### config.mk
export PLATFORM = sky130hd
export DESIGN_NAME = spi_rx_status
export DESIGN_NICKNAME = d
export VERILOG_FILES = /design/src/rtl/spi_rxs_pkg.sv /design/src/rtl/spi_rxs_ctrl.sv /design/src/rtl/spi_rxs_rxpath.sv /design/src/rtl/spi_rxs_fault.sv /design/src/rtl/spi_rxs_irq.sv /design/src/rtl/spi_rx_status.sv
export SDC_FILE = /design/constraint.sdc
export NUM_CORES = 1
export LEC_CHECK = 0
export BUFFER_PORTS_ARGS = -buffer_cell sky130_fd_sc_hd__buf_2
export CORE_MARGIN = 5
export CORE_UTILIZATION = 45
export DETAILED_ROUTE_END_ITERATION = 7
export HOLD_SLACK_MARGIN = 0.02
export PLACE_DENSITY_LB_ADDON = 0.08
export SLEW_MARGIN = 5
export SYNTH_ARGS = -nofsm -noshare
export SYNTH_HDL_FRONTEND = slang
export SYNTH_SLANG_ARGS = --single-unit
### constraint.sdc
create_clock -name clk -period 3.1 [get_ports clk]
set_input_delay 0.155 -clock clk [delete_from_list [all_inputs] [get_ports clk]]
set_output_delay 0.155 -clock clk [all_outputs]
set_load 0.05 [all_outputs]
### src/rtl/spi_rxs_pkg.sv
package spi_rxs_pkg;
   localparam int STAT_W   = 6;
   localparam int CTL_W    = 3;
   localparam int B_FULL   = 0;
   localparam int B_OVR    = 1;
   localparam int B_MODF   = 2;
   localparam int B_MFEN   = 3;
   localparam int B_ERRIE  = 4;
   localparam int B_RIE    = 5;
   localparam int C_MFEN   = 0;
   localparam int C_ERRIE  = 1;
   localparam int C_RIE    = 2;

   typedef struct packed {
      logic rie;
      logic errie;
      logic mfen;
   } ctl_t;
endpackage

### src/rtl/spi_rxs_ctrl.sv
module spi_rxs_ctrl
   import spi_rxs_pkg::*;
(
   input  logic             clk,
   input  logic             rst_n,
   input  logic             ctl_wr,
   input  logic [CTL_W-1:0] ctl_wdata,
   output ctl_t             ctl_q
);
   always_ff @(posedge clk or negedge rst_n) begin
      if (!rst_n) begin
         ctl_q <= '0;
      end else if (ctl_wr) begin
         ctl_q.mfen  <= ctl_wdata[C_MFEN];
         ctl_q.errie <= ctl_wdata[C_ERRIE];
         ctl_q.rie   <= ctl_wdata[C_RIE];
      end
   end
endmodule

### src/rtl/spi_rxs_rxpath.sv
module spi_rxs_rxpath #(
   parameter int DW = 8
) (
   input  logic          clk,
   input  logic          rst_n,
   input  logic          rx_done,
   input  logic [DW-1:0] rx_byte,
   input  logic          stat_rd,
   input  logic          data_rd,
   output logic [DW-1:0] data_q,
   output logic          full_q,
   output logic          ovr_q
);
   logic arm_full, arm_ovr;
   logic full_left, ovr_left;
   logic load, lost;

   // a data read in the same cycle is applied before an arriving byte
   always_comb begin
      full_left = full_q & ~(data_rd & arm_full);
      ovr_left  = ovr_q  & ~(data_rd & arm_ovr);
      load      = rx_done & ~full_left;
      lost      = rx_done &  full_left;
   end

   always_ff @(posedge clk or negedge rst_n) begin
      if (!rst_n) begin
         data_q   <= '0;
         full_q   <= 1'b0;
         ovr_q    <= 1'b0;
         arm_full <= 1'b0;
         arm_ovr  <= 1'b0;
      end else begin
         full_q <= full_left | load;
         ovr_q  <= ovr_left | lost;
         if (load) data_q <= rx_byte;

         if (load)         arm_full <= 1'b0;
         else if (stat_rd) arm_full <= full_left;
         else if (data_rd) arm_full <= 1'b0;

         if (lost)         arm_ovr <= 1'b0;
         else if (stat_rd) arm_ovr <= ovr_left;
         else if (data_rd) arm_ovr <= 1'b0;
      end
   end
endmodule

### src/rtl/spi_rxs_fault.sv
module spi_rxs_fault (
   input  logic clk,
   input  logic rst_n,
   input  logic fault_in,
   input  logic mfen,
   input  logic stat_rd,
   input  logic ctl_wr,
   output logic modf_q
);
   logic arm_m, set_ev, clr, modf_left;

   always_comb begin
      set_ev    = fault_in & mfen;
      clr       = ctl_wr & arm_m;
      modf_left = modf_q & ~clr;
   end

   always_ff @(posedge clk or negedge rst_n) begin
      if (!rst_n) begin
         modf_q <= 1'b0;
         arm_m  <= 1'b0;
      end else begin
         modf_q <= modf_left | set_ev;
         if (set_ev)       arm_m <= 1'b0;
         else if (stat_rd) arm_m <= modf_left;
         else if (ctl_wr)  arm_m <= 1'b0;
      end
   end
endmodule

### src/rtl/spi_rxs_irq.sv
module spi_rxs_irq #(
   parameter bit IRQ_REG = 1'b0
) (
   input  logic clk,
   input  logic rst_n,
   input  logic full,
   input  logic ovr,
   input  logic modf,
   input  logic rie,
   input  logic errie,
   output logic irq
);
   logic req;
   assign req = (full & rie) | ((ovr | modf) & errie);

   generate
      if (IRQ_REG) begin : g_reg
         always_ff @(posedge clk or negedge rst_n) begin
            if (!rst_n) irq <= 1'b0;
            else        irq <= req;
         end
      end else begin : g_comb
         assign irq = req;
      end
   endgenerate
endmodule

### src/rtl/spi_rx_status.sv
module spi_rx_status
   import spi_rxs_pkg::*;
#(
   parameter int DW      = 8,
   parameter bit IRQ_REG = 1'b0
) (
   input  logic              clk,
   input  logic              rst_n,
   input  logic              rx_done,
   input  logic [DW-1:0]     rx_byte,
   input  logic              fault_in,
   input  logic              stat_rd,
   input  logic              data_rd,
   input  logic              ctl_wr,
   input  logic [CTL_W-1:0]  ctl_wdata,
   output logic [STAT_W-1:0] stat_o,
   output logic [DW-1:0]     data_o,
   output logic              irq_o
);
   generate
      if (DW < 1 || DW > 32) begin : g_bad_dw
         $error("spi_rx_status: DW must be 1..32");
      end
   endgenerate

   ctl_t ctl;
   logic full, ovr, modf;

   spi_rxs_ctrl u_ctrl (
      .clk(clk), .rst_n(rst_n), .ctl_wr(ctl_wr), .ctl_wdata(ctl_wdata), .ctl_q(ctl)
   );

   spi_rxs_rxpath #(.DW(DW)) u_rx (
      .clk(clk), .rst_n(rst_n), .rx_done(rx_done), .rx_byte(rx_byte),
      .stat_rd(stat_rd), .data_rd(data_rd),
      .data_q(data_o), .full_q(full), .ovr_q(ovr)
   );

   spi_rxs_fault u_mf (
      .clk(clk), .rst_n(rst_n), .fault_in(fault_in), .mfen(ctl.mfen),
      .stat_rd(stat_rd), .ctl_wr(ctl_wr), .modf_q(modf)
   );

   spi_rxs_irq #(.IRQ_REG(IRQ_REG)) u_irq (
      .clk(clk), .rst_n(rst_n), .full(full), .ovr(ovr), .modf(modf),
      .rie(ctl.rie), .errie(ctl.errie), .irq(irq_o)
   );

   always_comb begin
      stat_o          = '0;
      stat_o[B_FULL]  = full;
      stat_o[B_OVR]   = ovr;
      stat_o[B_MODF]  = modf;
      stat_o[B_MFEN]  = ctl.mfen;
      stat_o[B_ERRIE] = ctl.errie;
      stat_o[B_RIE]   = ctl.rie;
   end
endmodule

# --- Yosys cells after proc, flatten, opt, wreduce, memory -nomap -nowiden ---
# Index checks and enable logic that the tools add are counted.
# Widths: inputs -> output; s select.
totals:
  register_bits: 17
  output_inout_bits: 15
classes:
  muxes: 8
  bitwise_logic: 20
  reduce_logical: 3
op_table:
  columns: ["op", "count"]
  rows:
  - ["$and 1x1->1", 11]
  - ["$reduce_bool 3->1", 3]
  - ["$mux 1", 8]
  - ["$or 1x1->1", 5]
  - ["$not 1->1", 4]

# --- Depth between registers and ports, before layout ---
# Gate-level depths: netlist of run 1.
depth:
  ltp_word: 6
  mapped_depth: 3
  depth_no_buf: 3

# --- By module ---
# Synthesis of run 1 repeated with hierarchy kept, for this count alone.
hier_totals:
  hier_cells: 51
  hier_area_um2: 760.7
by_module_without_submodules:
  columns: ["module", "n_inst", "cells_per_inst", "area_each_um2"]
  rows:
  - ["spi_rxs_rxpath", 1, 33, 529.3]
  - ["spi_rxs_ctrl", 1, 6, 108.9]
  - ["spi_rxs_fault", 1, 6, 87.6]
  - ["spi_rx_status", 1, 3, 22.5]
  - ["spi_rxs_irq", 1, 3, 12.5]

# --- Least setup slack after synthesis of run 1 ---
# No wires, ideal clock.
synth_path:
  path_kind: "flip-flop to flip-flop"
  start: "reg u_rx.arm_full"
  end: "reg u_rx.data_q[0]"
  setup_ns: 0.125
  arrival_ns: 1.055
  path_slack_ns: 1.920
  stages_incl_launch_ff: 4
  path_buffers: 0
  cell_sequence: "dfrtp_1 -> a21bo_4 -> nand2_4 -> mux2_4"
synth_via:
  elab_chain_cells: 5
synth_rtl:
  columns: ["item", "line", "source"]
  rows:
  - ["start: declaration", "spi_rxs_rxpath.sv:14", "logic arm_full, arm_ovr;"]
  - ["start signal: assignment", "spi_rxs_rxpath.sv:39", "else if (stat_rd) arm_full <= full_left;"]
  - ["$and 1x1->1", "spi_rxs_rxpath.sv:20", "full_left = full_q & ~(data_rd & arm_full);"]
  - ["$not 1->1", "spi_rxs_rxpath.sv:20", null]
  - ["$and 1x1->1", "spi_rxs_rxpath.sv:20", null]
  - ["$not 1->1", "spi_rxs_rxpath.sv:22", "load = rx_done & ~full_left;"]
  - ["$and 1x1->1", "spi_rxs_rxpath.sv:22", null]
  - ["end signal: assignment", "spi_rxs_rxpath.sv:36", "if (load) data_q <= rx_byte;"]
  - ["end: declaration", "spi_rxs_rxpath.sv:10", "output logic [DW-1:0] data_q,"]
# No other way between the ends.
# A chain may end at the register's enable or synchronous reset.

# --- Worst setup path in the final report of run 1 ---
layout_path:
  start: "reg u_mf.modf_q"
  end: "out irq_o"
layout_via:
  elab_chain_cells: 3
layout_rtl:
  columns: ["item", "line", "source"]
  rows:
  - ["start: declaration", "spi_rxs_fault.sv:8", "output logic modf_q"]
  - ["start signal: assignment", "spi_rxs_fault.sv:23", "modf_q <= modf_left | set_ev;"]
  - ["$or 1x1->1", "spi_rxs_irq.sv:14", "assign req = (full & rie) | ((ovr | modf) & errie);"]
  - ["$and 1x1->1", "spi_rxs_irq.sv:14", null]
  - ["$or 1x1->1", "spi_rxs_irq.sv:14", null]
  - ["end: declaration", "spi_rx_status.sv:18", "output logic irq_o"]
# No other way between the ends.

==> results of run 1 <==
-- state kept, by name, summed over array words and instances (netlist names) --
signal         flops
u_rx.arm_ovr       1
u_rx.full_q        1
u_ctrl.ctl_q       3
u_mf.arm_m         1
u_rx.arm_full      1
u_mf.modf_q        1
u_rx.data_q        8
u_rx.ovr_q         1
-- path summary, 6_finish.rpt --
| kind | depth (start not counted) | slack, ns | endpoint | startpoint |
|---|---|---|---|---|
| setup reg to reg | 3 | 1.84 | u_rx.data_q[0] | u_rx.full_q |
| hold reg to reg | 1 | 0.49 | u_mf.arm_m | u_mf.arm_m |
| setup / recovery | 3 | 1.82 | irq_o | u_mf.modf_q |
| min in group asynchronous | 2 | 0.32 | u_mf.modf_q | rst_n |
| hold / removal | 2 | 0.09 | u_mf.arm_m | fault_in |
| max in group asynchronous | 2 | 2.51 | u_rx.data_q[2] | rst_n |
-- synth_stat cells, drive strengths merged --
cell type | number | area (um^2)
a21bo | 1 | 16.3
a21boi | 1 | 7.51
a21o | 1 | 7.51
a221oi | 2 | 17.5
a22o | 2 | 17.5
buf | 6 | 45.0
dfrtp | 17 | 425
inv | 1 | 3.75
mux2 | 11 | 154
mux2i | 3 | 30.0
nand2 | 5 | 26.3
nor4b | 1 | 8.76
o21ai | 1 | 5.00
or2b | 1 | 7.51
-- kinds of logic (layout without fill, tap and decap cells) --
logic type / after synthesis / count (layout) / share of synthesized area
buffers and inverters: 7 / 38 / 0.0632
multiplexers: 14 / 14 / 0.238
AO/OA/AOI/OAI: 8 / 8 / 0.0924
flip-flops: 17 / 17 / 0.551
AND/OR/NAND/NOR: 7 / 7 / 0.0551
-- critical path, cell delays in order, from the launching register on --
cell     delay [ns]
dfrtp_1        0.42
o21ai_0        0.16
nand2_1        0.06
buf_2          0.20
-- routing by layer --
layer / up-vias / global-route usage
li1: 248 / -
met1: 249 / 0.154
met2: 23 / 0.180
met3: 0 / 0.0466
met5: - / 0
met4: 0 / 0.0524
-- power breakdown --
group | switching, mW | internal (mW)
clock network | 0.0640 | 0.0499
registers | 0.0398 | 0.279
logic | 0.235 | 0.118
total | 0.339 | 0.446
-- area by class of cell --
class,count,area (um^2)
timing repair buffer,33,170
multi-input combinational,29,298
inverter,1,3.75
sequential,17,425
clock buffer,4,26.3
tap,17,21.3
fill,147,726
-- per-stage QoR --
stage / power [mW] / cell area (um^2) / cells
2_1_floorplan: 0.612 / 772 / 53
3_3_place_gp: 0.674 / 908 / 96
3_5_place_dp: 0.678 / 908 / 96
4_1_cts: 0.797 / 945 / 101
5_1_grt: 0.831 / 945 / 101
6_report: 0.786 / 945 / 101
==> results.txt, run 1 <==
----------------------------------------------------
[Pwr]
  Highest ir drop seen on vdd ... 0.000532 V
  Power per standard cell area ... 832 nW/um^2
  Leak Pwr ... 0.500 nW

[Global routing]
  First-pass GRT wire length ... 2290 um
  GR Overflow Total ... 0
  Number of global-route vias before repair ... 495
  Number of antenna violations at the first check in global routing ... 0
  Overall routing resource usage ... 0.121
  Largest net degree at the start of global routing ... 18

[Synthesis]
  Post-Syn Area per Cell ... 14.6 um^2
  Synthesized flop and latch total ... 17
  Synthesized cell area ... 772 um^2
  Register area share after synthesis ... 0.551
  Count of mapped cells out of synthesis ... between 50 and 60
  Count of cell types in the netlist ... 16
  Nets in the synthesized netlist ... 71
  Synth Warn # ... 0

[Drt]
  Met3 WL post-DR ... 138 um
  Initial DRC count ... 0
  Routed wire per std cell ... 13.8 um
  Total DRC errors in the routed layout ... 0
  Sum of met2 wire segment lengths after detailed routing ... around 660 um
  Number of antenna-violating nets in the routed design ... 0
  M1 wire length ... just under 600 um
  Topmost layer with routed signal wires ... met3
  Total iterations of the first detailed-routing run ... 1
  DR vias ... 520
  Final Routed Wirelength ... 1390 um
  Vias per Instance ... 5.15

[Timing]
  Max_slew headroom ... 0.749
  Worst hold slack ... 0.0855 ns
  Final worst path period share ... 0.414
  Pin slew with the least headroom to its limit ... 0.377 ns
  Crit path time final ... 1.28 ns
  Final setup margin ... approximately 1.8 ns
  Final setup violation count ... 0
  Final Hold Fails ... 0
  Final-report max-slew violation count ... 0
  Max Freq ... roughly 0.78 GHz
  RSZ-0062 raised after global routing ... false
  Final total negative setup slack ... 0 ns
  Setup skew after layout ... 0.00267 ns

[CTS]
  Number of buffers inserted by post-CTS setup repair ... 0
  CTS Hold Bufs ... 1
  Total number of H-tree levels ... 1
  CTS max path bufs ... 2
  Worst-Skew Late Latency ... 0.28 ns
  Clock slew seen by the registers of the worst setup and hold paths ... roughly 0.090 ns
  Number of instances resized during post-cts repair ... 0
  CTS tree ... built
  Clock tree root driver cell ... clkbuf_4
  Number of buffers created by CTS ... 3
  CTS Sinks ... 17

[Critical path]
  Crit Path Category ... reg -> out
  Crit start category ... flop
  Worst path required time ... between 2 and 3 ns
  Maximum fanout along the worst path ... 4
  CP Capture Type ... primary output
  Arrival time at the worst endpoint ... 1.13 ns

[Floorplan]
  Die Span Y ... 51.4 um
  Site Rows ... 15
  Initial standard-cell utilization of the core ... 0.462
  I/O pins ... 33
  Horizontal die dimension ... 51.4 um
  Overall die area ... around 2600 um^2
  Std-Cell Core Area ... roughly 1700 um^2

[Placement]
  Pre-CTS WS ... 1.84 ns
  Number of buffers added on ports ... 32
  Gp weighted congestion ... 0.731
  Total half-perimeter wirelength after legalization and detailed placement ... roughly 1100 um

[Outcome]
  Result of the run ... complete, no violations

[Final layout]
  Layout Nets ... just over 100
  Commonest cells after routing, fill and taps aside ... buf_2 (32), dfrtp_1 (17), mux2_4 (8)
  Commonest non-fill, non-tap cell in the layout ... buf_2
  Final cell utilization of the core ... 0.566
  Layout area overhead ... 22.4%
  Share of post-route cells with drive strength above 1 ... 0.571
  Count of inserted antenna diode cells ... 0

[Flow run]
  Max cap viols ... 0

[Worst hold path]
  Kind of path behind the tightest hold check ... in -> reg

----------------------------------------------------
Note: power is estimated with default switching activity, not from simulation.
==> run 2: changes to the inputs <==
Settings changed: ABC_AREA set to 1.
Clock period 3.1 ns to 1.2 ns, I/O delays scaled along.
==> results.txt, run 2 <==
----------------------------------------------------
[Timing]
  Final Hold Fails ... 0 (unchanged)
  Final worst path period share ... 0.963
  Final-report max-slew violation count ... 0 (unchanged)
  Max Freq ... 0.865 GHz
  Final total negative setup slack ... 0 ns (unchanged)
  RSZ-0062 raised after global routing ... false
  Setup skew after layout ... 0.00356 ns (+0.000897 ns)
  Pin slew with the least headroom to its limit ... 0.379 ns (+0.00210 ns)
  Max_slew headroom ... 0.748 (-0.00140)
  Crit path time final ... 1.16 ns
  Final setup violation count ... 0 (unchanged)

[Critical path]
  CP top delay family ... buffers and inverters
  CP Capture Type ... flop
  Arrival time at the worst endpoint ... 1.34 ns (+0.21 ns)
  First element of the critical path ... ctl_wdata[1]
  CP peak stage delay ... 0.54 ns (+0.12 ns)
  Cells traversed along the worst timing path ... dlygate4sd3_1 > buf_2 > nand2_1 > dlygate4sd3_1 > nand2_1
  R2r endpoint ... u_rx.data_q[0]
  Count of buffer and inverter cells on the critical path ... 3 (+2)
  Crit Path Category ... in -> reg
  Launching point of the worst reg2reg path ... u_rx.arm_full
  Register-to-register setup slack ... 0.29 ns (-1.55 ns)
  Crit start category ... input pin
  Critical path endpoint ... u_ctrl.ctl_q[1]
  Slowest library cell on the worst path ... dlygate4sd3_1
  R2r worst-path depth ... 5 (+2)
  Worst path required time ... 1.39 ns (-1.55 ns)
  Levels on crit path ... 5 (+2)
  Maximum fanout along the worst path ... 1 (-3)

[Drt]
  Routed wire per std cell ... 11.4 um (-18%)
  Total iterations of the first detailed-routing run ... 4 (+3)
  Vias per Instance ... 4.76 (-7.6%)
  DR vias ... 723 (+39%)
  Initial DRC count ... 9 (+9)
  Total DRC errors in the routed layout ... 0 (unchanged)
  Final Routed Wirelength ... 1730 um (+24%)
  Number of antenna-violating nets in the routed design ... 0 (unchanged)

[Floorplan]
  Overall die area ... 2630 um^2 (-0.66%)
  Std-Cell Core Area ... 1670 um^2 (unchanged)
  Horizontal die dimension ... 51.3 um (-0.33%)
  Site Rows ... 15 (unchanged)
  Die Span Y ... 51.3 um (-0.33%)
  I/O pins ... 33 (unchanged)
  Initial standard-cell utilization of the core ... 0.458 (-0.00375)

[Synthesis]
  Count of cell types in the netlist ... 10 (-6)
  Largest area contributor in the netlist ... dfrtp_1
  Synthesized flop and latch total ... 17 (unchanged)
  Nets in the synthesized netlist ... 108 (+52%)
  Register area share after synthesis ... 0.556 (+0.00450)
  Share of the synthesized area in the top cell type ... 0.556 (+0.00450)
  Synth Warn # ... 0 (unchanged)
  Synth area leaders ... dfrtp_1 (56%), nand2_1 (20%), nand3_1 (7.2%), buf_4 (5.9%), inv_1 (2.9%)
  Dominant register cell in the synthesized netlist ... dfrtp_1
  Most frequent cell after synthesis ... nand2_1
  Synth cell count leaders ... nand2_1 (40), dfrtp_1 (17), nand3_1 (11)
  EDFF count, synth ... 0 (unchanged)
  Post-Syn Area per Cell ... 8.51 um^2 (-42%)
  Share of flip-flops with an asynchronous set or reset ... 1.00 (unchanged)
  Count of mapped cells out of synthesis ... 90 (+70%)
  Synthesized cell area ... 766 um^2 (-0.81%)

[CTS]
  CTS Sinks ... 17 (unchanged)
  CTS max path bufs ... 2 (unchanged)
  CTS tree ... built
  Worst-Skew Late Latency ... 0.28 ns (about the same)
  Number of buffers created by CTS ... 3 (unchanged)
  Total number of H-tree levels ... 1 (unchanged)
  Clock tree root driver cell ... clkbuf_4
  Clock slew seen by the registers of the worst setup and hold paths ... 0.10 ns (about the same)

[Pwr]
  Highest ir drop seen on vdd ... 0.00105 V (+97%)
  Clock share of power ... 0.155 (+0.010)
  Total power consumption of the routed design ... 1.94 mW (+150%)
  Switching portion of total power ... 0.453 (+0.0208)
  Sequential power share ... 0.404 (-0.002)
  Switching power ... 0.878 mW (+160%)
  Leak Pwr ... 0.616 nW (+23%)
  Internal power ... 1.06 mW (+140%)
  Combinational power share ... 0.441 (-0.008)
  Power per standard cell area ... 1800 nW/um^2 (+120%)

[Global routing]
  Number of antenna violations at the first check in global routing ... 0 (unchanged)
  Met3 track utilization from global routing ... 0.0408 (-0.00583)
  GR Overflow Total ... 0 (unchanged)
  First-pass GRT wire length ... 3010 um (+31%)
  Overall routing resource usage ... 0.158 (+0.0369)
  Number of global-route vias before repair ... 693 (+40%)
  Largest net degree at the start of global routing ... 18 (unchanged)
  Met2 layer usage reported by global route ... 0.264 (+0.0839)
  Routing usage on met1 ... 0.180 (+0.0259)
  Most Used Layer, Global Route ... met2

[Final layout]
  Largest regs ... u_rx.data_q x8, u_ctrl.ctl_q x3
  Register Area ... 427 um^2 (+0.29%)
  Commonest cells after routing, fill and taps aside ... nand2_1 (40), buf_2 (31), dfrtp_1 (16)
  Multi-input gate area ... 262 um^2 (-12%)
  Count of inserted antenna diode cells ... 0 (unchanged)
  Layout Nets ... 154 (+50%)
  Commonest non-fill, non-tap cell in the layout ... nand2_1
  Layout area overhead ... 40.5%
  Count of placed standard cells in the final layout, fillers left out ... 152 (+50%)
  Filler Cells Inserted ... 153 (+4.1%)
  Share of post-route cells with drive strength above 1 ... 0.304 (-0.268)
  Largest register FFs ... 8 (unchanged)
  Register bank with the most flops ... u_rx.data_q

[Outcome]
  Result of the run ... complete, no violations

[Worst hold path]
  Kind of path behind the tightest hold check ... in -> reg

[Placement]
  Gp weighted congestion ... 0.809 (+11%)
  Total half-perimeter wirelength after legalization and detailed placement ... 1170 um (+7.4%)
  Number of buffers added on ports ... 32 (unchanged)
  Dpl cells ... 132 (+38%)

[Flow run]
  Max cap viols ... 0 (unchanged)

----------------------------------------------------
-- run 2: area by class of cell --
cell class	instances	share of cell area
clock buffer	4	0.0244
inverter	6	0.0209
multi-input combinational	60	0.243
sequential	17	0.397
tap	17	0.0198
timing repair buffer	48	0.295
-- run 2: logic make-up after synthesis --
kind of cell | count (synthesis) | share of synthesized area
and+or+nand+nor | 56 | 0.315
DFF | 17 | 0.556
buffers and inverters | 13 | 0.103
AOI/OAI and AO/OA | 4 | 0.0261
-- run 2: per-layer routing --
layer  share of wire  up-vias
li1                -      361
met5               0        -
met2            0.50       28
met3           0.067        6
met1            0.41      328
met4           0.030        0
-- run 2: worst min path at each step --
stage,from,end,slack [ns],depth (start not counted)
6_report,ctl_wr,u_ctrl.ctl_q[2],0.01,3
3_5_place_dp,rst_n,u_ctrl.ctl_q[0],0.003,1
5_1_grt,ctl_wr,u_ctrl.ctl_q[0],0.05,3
2_1_floorplan,rst_n,u_ctrl.ctl_q[0],-0.24,0
3_3_place_gp,rst_n,u_ctrl.ctl_q[0],0.004,1
4_1_cts,data_rd,u_rx.ovr_q,0.07,4
-- run 2: power groups by stage --
stage	clock, mW	combinational (mW)	sequential [mW]
after CTS	0.317	0.840	0.785
final	0.300	0.856	0.783
after global routing	0.353	0.920	0.802
after detailed placement	0	0.799	0.793
after global placement	0	0.792	0.793
after floorplan	0	0.335	1.09
-- run 2: per-stage QoR --
stage	worst slack (ns)	hold slack [ns]	area, um^2	util
CTS	0.00523	0.0679	1080	0.646
floorplan	0.315	-0.236	766	-
global route	0.00507	0.0515	1080	0.644
finish	0.0440	0.0137	1080	0.644
detailed placement	0.279	0.00295	891	0.533
global placement	0.307	0.00422	891	0.533
-- run 2: worst register-to-register path: stages, from the launching register on --
cell and delay (ns):
dfrtp_1 0.38, nand2_2 0.09, nand2_4 0.13, nand2_4 0.10, nand2_1 0.08, nand2_1 0.04
-- run 2: repair_timing --
item / 4_1_cts / 5_1_grt
hold endpoints to repair: 29 / 0
buffers inserted: 0 / 2
hold buffers: 16 / 0
resized for setup: 1 / 2
endpoints found under the setup margin: 1 / 3
==> run 3: changes to the inputs <==
Settings changed: REMOVE_ABC_BUFFERS set to 1.
==> results.txt, run 3 (same netlist as run 2, synthesis figures left out) <==
----------------------------------------------------
[Floorplan]
  Die Span Y ... 51.3 um (unchanged)
  Initial standard-cell utilization of the core ... 0.458 (unchanged)
  Site Rows ... 15 (unchanged)
  I/O pins ... 33 (unchanged)
  Std-Cell Core Area ... 1670 um^2 (unchanged)
  Horizontal die dimension ... 51.3 um (unchanged)
  Overall die area ... 2630 um^2 (unchanged)

[Timing]
  Final Hold Fails ... 0 (unchanged)
  Worst hold slack ... 0.0230 ns (+0.00931 ns)
  Final setup violation count ... 0 (unchanged)
  Max Freq ... 0.861 GHz (-0.49%)
  Final-report max-slew violation count ... 0 (unchanged)
  Crit path time final ... 1.16 ns (+0.00574 ns)
  RSZ-0062 raised after global routing ... false
  Setup skew after layout ... 0.00332 ns (-0.000245 ns)
  Max_slew headroom ... 0.753 (+0.00563)
  Pin slew with the least headroom to its limit ... 0.370 ns (-0.00844 ns)
  Final worst path period share ... 0.968 (+0.00478)

[Drt]
  Total iterations of the first detailed-routing run ... 4 (unchanged)
  Final Routed Wirelength ... 1640 um (-5.1%)
  DR vias ... 697 (-3.6%)
  Number of antenna-violating nets in the routed design ... 0 (unchanged)
  Total DRC errors in the routed layout ... 0 (unchanged)
  Initial DRC count ... 16 (+7)
  Vias per Instance ... 4.65 (-2.3%)
  Routed wire per std cell ... 10.9 um (-3.8%)

[Placement]
  Gp weighted congestion ... 0.828 (+2.3%)
  Total half-perimeter wirelength after legalization and detailed placement ... 1210 um (+3.9%)
  Number of buffers added on ports ... 32 (unchanged)
  Placed Instance Area ... 891 um^2 (unchanged)

[Final layout]
  Share of post-route cells with drive strength above 1 ... 0.293 (-0.0105)
  Count of inserted antenna diode cells ... 0 (unchanged)
  Layout Cell Area excl Fill ... 1060 um^2 (-1.4%)
  Filler Cells Inserted ... 148 (-3.3%)
  Register bank with the most flops ... u_rx.data_q
  Largest register FFs ... 8 (unchanged)
  Layout area overhead ... 38.6%
  Multi-input gate area ... 262 um^2 (unchanged)
  Commonest cells after routing, fill and taps aside ... nand2_1 (40), buf_2 (31), dfrtp_1 (16)
  Layout Nets ... 152 (-1.3%)
  Commonest non-fill, non-tap cell in the layout ... nand2_1
  Largest regs ... u_rx.data_q x8, u_ctrl.ctl_q x3
  Register Area ... 427 um^2 (unchanged)

[Pwr]
  Leak Pwr ... 0.605 nW (-1.7%)
  Power per standard cell area ... 1800 nW/um^2 (-0.14%)
  Highest ir drop seen on vdd ... 0.000879 V (-16%)

[Critical path]
  Arrival time at the worst endpoint ... 1.34 ns (about the same)
  Crit start category ... input pin
  Worst path required time ... 1.38 ns (about the same)
  Maximum fanout along the worst path ... 1 (unchanged)
  CP Capture Type ... flop
  Crit Path Category ... in -> reg

[CTS]
  Clock tree root driver cell ... clkbuf_4
  CTS tree ... built
  Clock slew seen by the registers of the worst setup and hold paths ... 0.09 ns (about the same)
  Number of buffers inserted by post-CTS setup repair ... 0 (unchanged)
  Worst-Skew Late Latency ... 0.28 ns (about the same)
  Number of buffers created by CTS ... 3 (unchanged)
  Total number of H-tree levels ... 1 (unchanged)
  CTS Sinks ... 17 (unchanged)
  CTS max path bufs ... 2 (unchanged)

[Global routing]
  Number of global-route vias before repair ... 674 (-2.7%)
  First-pass GRT wire length ... 2720 um (-9.6%)
  Largest net degree at the start of global routing ... 18 (unchanged)
  GR Overflow Total ... 0 (unchanged)
  Number of antenna violations at the first check in global routing ... 0 (unchanged)
  Overall routing resource usage ... 0.137 (-0.0204)

[Worst hold path]
  Kind of path behind the tightest hold check ... in -> reg

[Outcome]
  Result of the run ... complete, no violations

[Flow run]
  Max cap viols ... 0 (unchanged)

----------------------------------------------------
run 3: routing by layer:
layer,global-route usage,part of all wire,vias to the layer above
li1,-,-,359
met1,0.165,0.42,316
met2,0.240,0.53,20
met3,0.0262,0.048,2
met4,0.0524,0.0073,0
met5,0,0,-
run 3: area by class of cell:
| type | count | area share |
|---|---|---|
| well taps | 17 | 0.0200 |
| flip-flops and latches | 17 | 0.402 |
| repair buffers | 46 | 0.285 |
| inverters | 6 | 0.0212 |
| multi-input cells | 60 | 0.246 |
| clock buffers | 4 | 0.0248 |
run 3: metrics by stage:
step           setup TNS, ns  utilization  std cells  total power, mW  setup slack [ns]
2_1_floorplan        -0.0172            -         83             1.38           -0.0172
3_3_place_gp               0        0.533        132             1.59             0.306
3_5_place_dp               0        0.533        132             1.60             0.282
4_1_cts                    0        0.633        150             1.93           0.00495
5_1_grt                    0        0.635        150             2.02           0.00753
6_report                   0        0.635        150             1.91            0.0382
run 3: worst paths after layout:
path / from / to / slack (ns) / cells after the start
worst max register to register: u_rx.full_q / u_rx.data_q[7] / 0.30 / 4
worst min-delay path: rx_byte[0] / u_rx.data_q[0] / 0.02 / 3
max in group asynchronous: rst_n / u_rx.full_q / 0.69 / 2
worst max-delay path: ctl_wdata[2] / u_ctrl.ctl_q[2] / 0.04 / 5
min in group asynchronous: rst_n / u_ctrl.ctl_q[1] / 0.21 / 2
worst min register to register: u_rx.data_q[5] / u_rx.data_q[5] / 0.47 / 2
run 3: critical path, cell delays in order:
cell and delay, ns:
dlygate4sd3_1 0.53, buf_2 0.12, nand2_1 0.05, dlygate4sd3_1 0.54, nand2_1 0.05
run 3: report_power, final:
part	total [mW]	internal [mW]	switching, mW
clock network	0.295	0.129	0.166
registers	0.786	0.704	0.0811
logic	0.829	0.209	0.619
total	1.91	1.04	0.867
run 3: what timing repair did:
action                                 in CTS  in global routing
hold buffers                               14                  0
setup endpoints to repair                   0                  1
gates resized for setup                     0                  4
endpoints found under the hold margin      28                  0
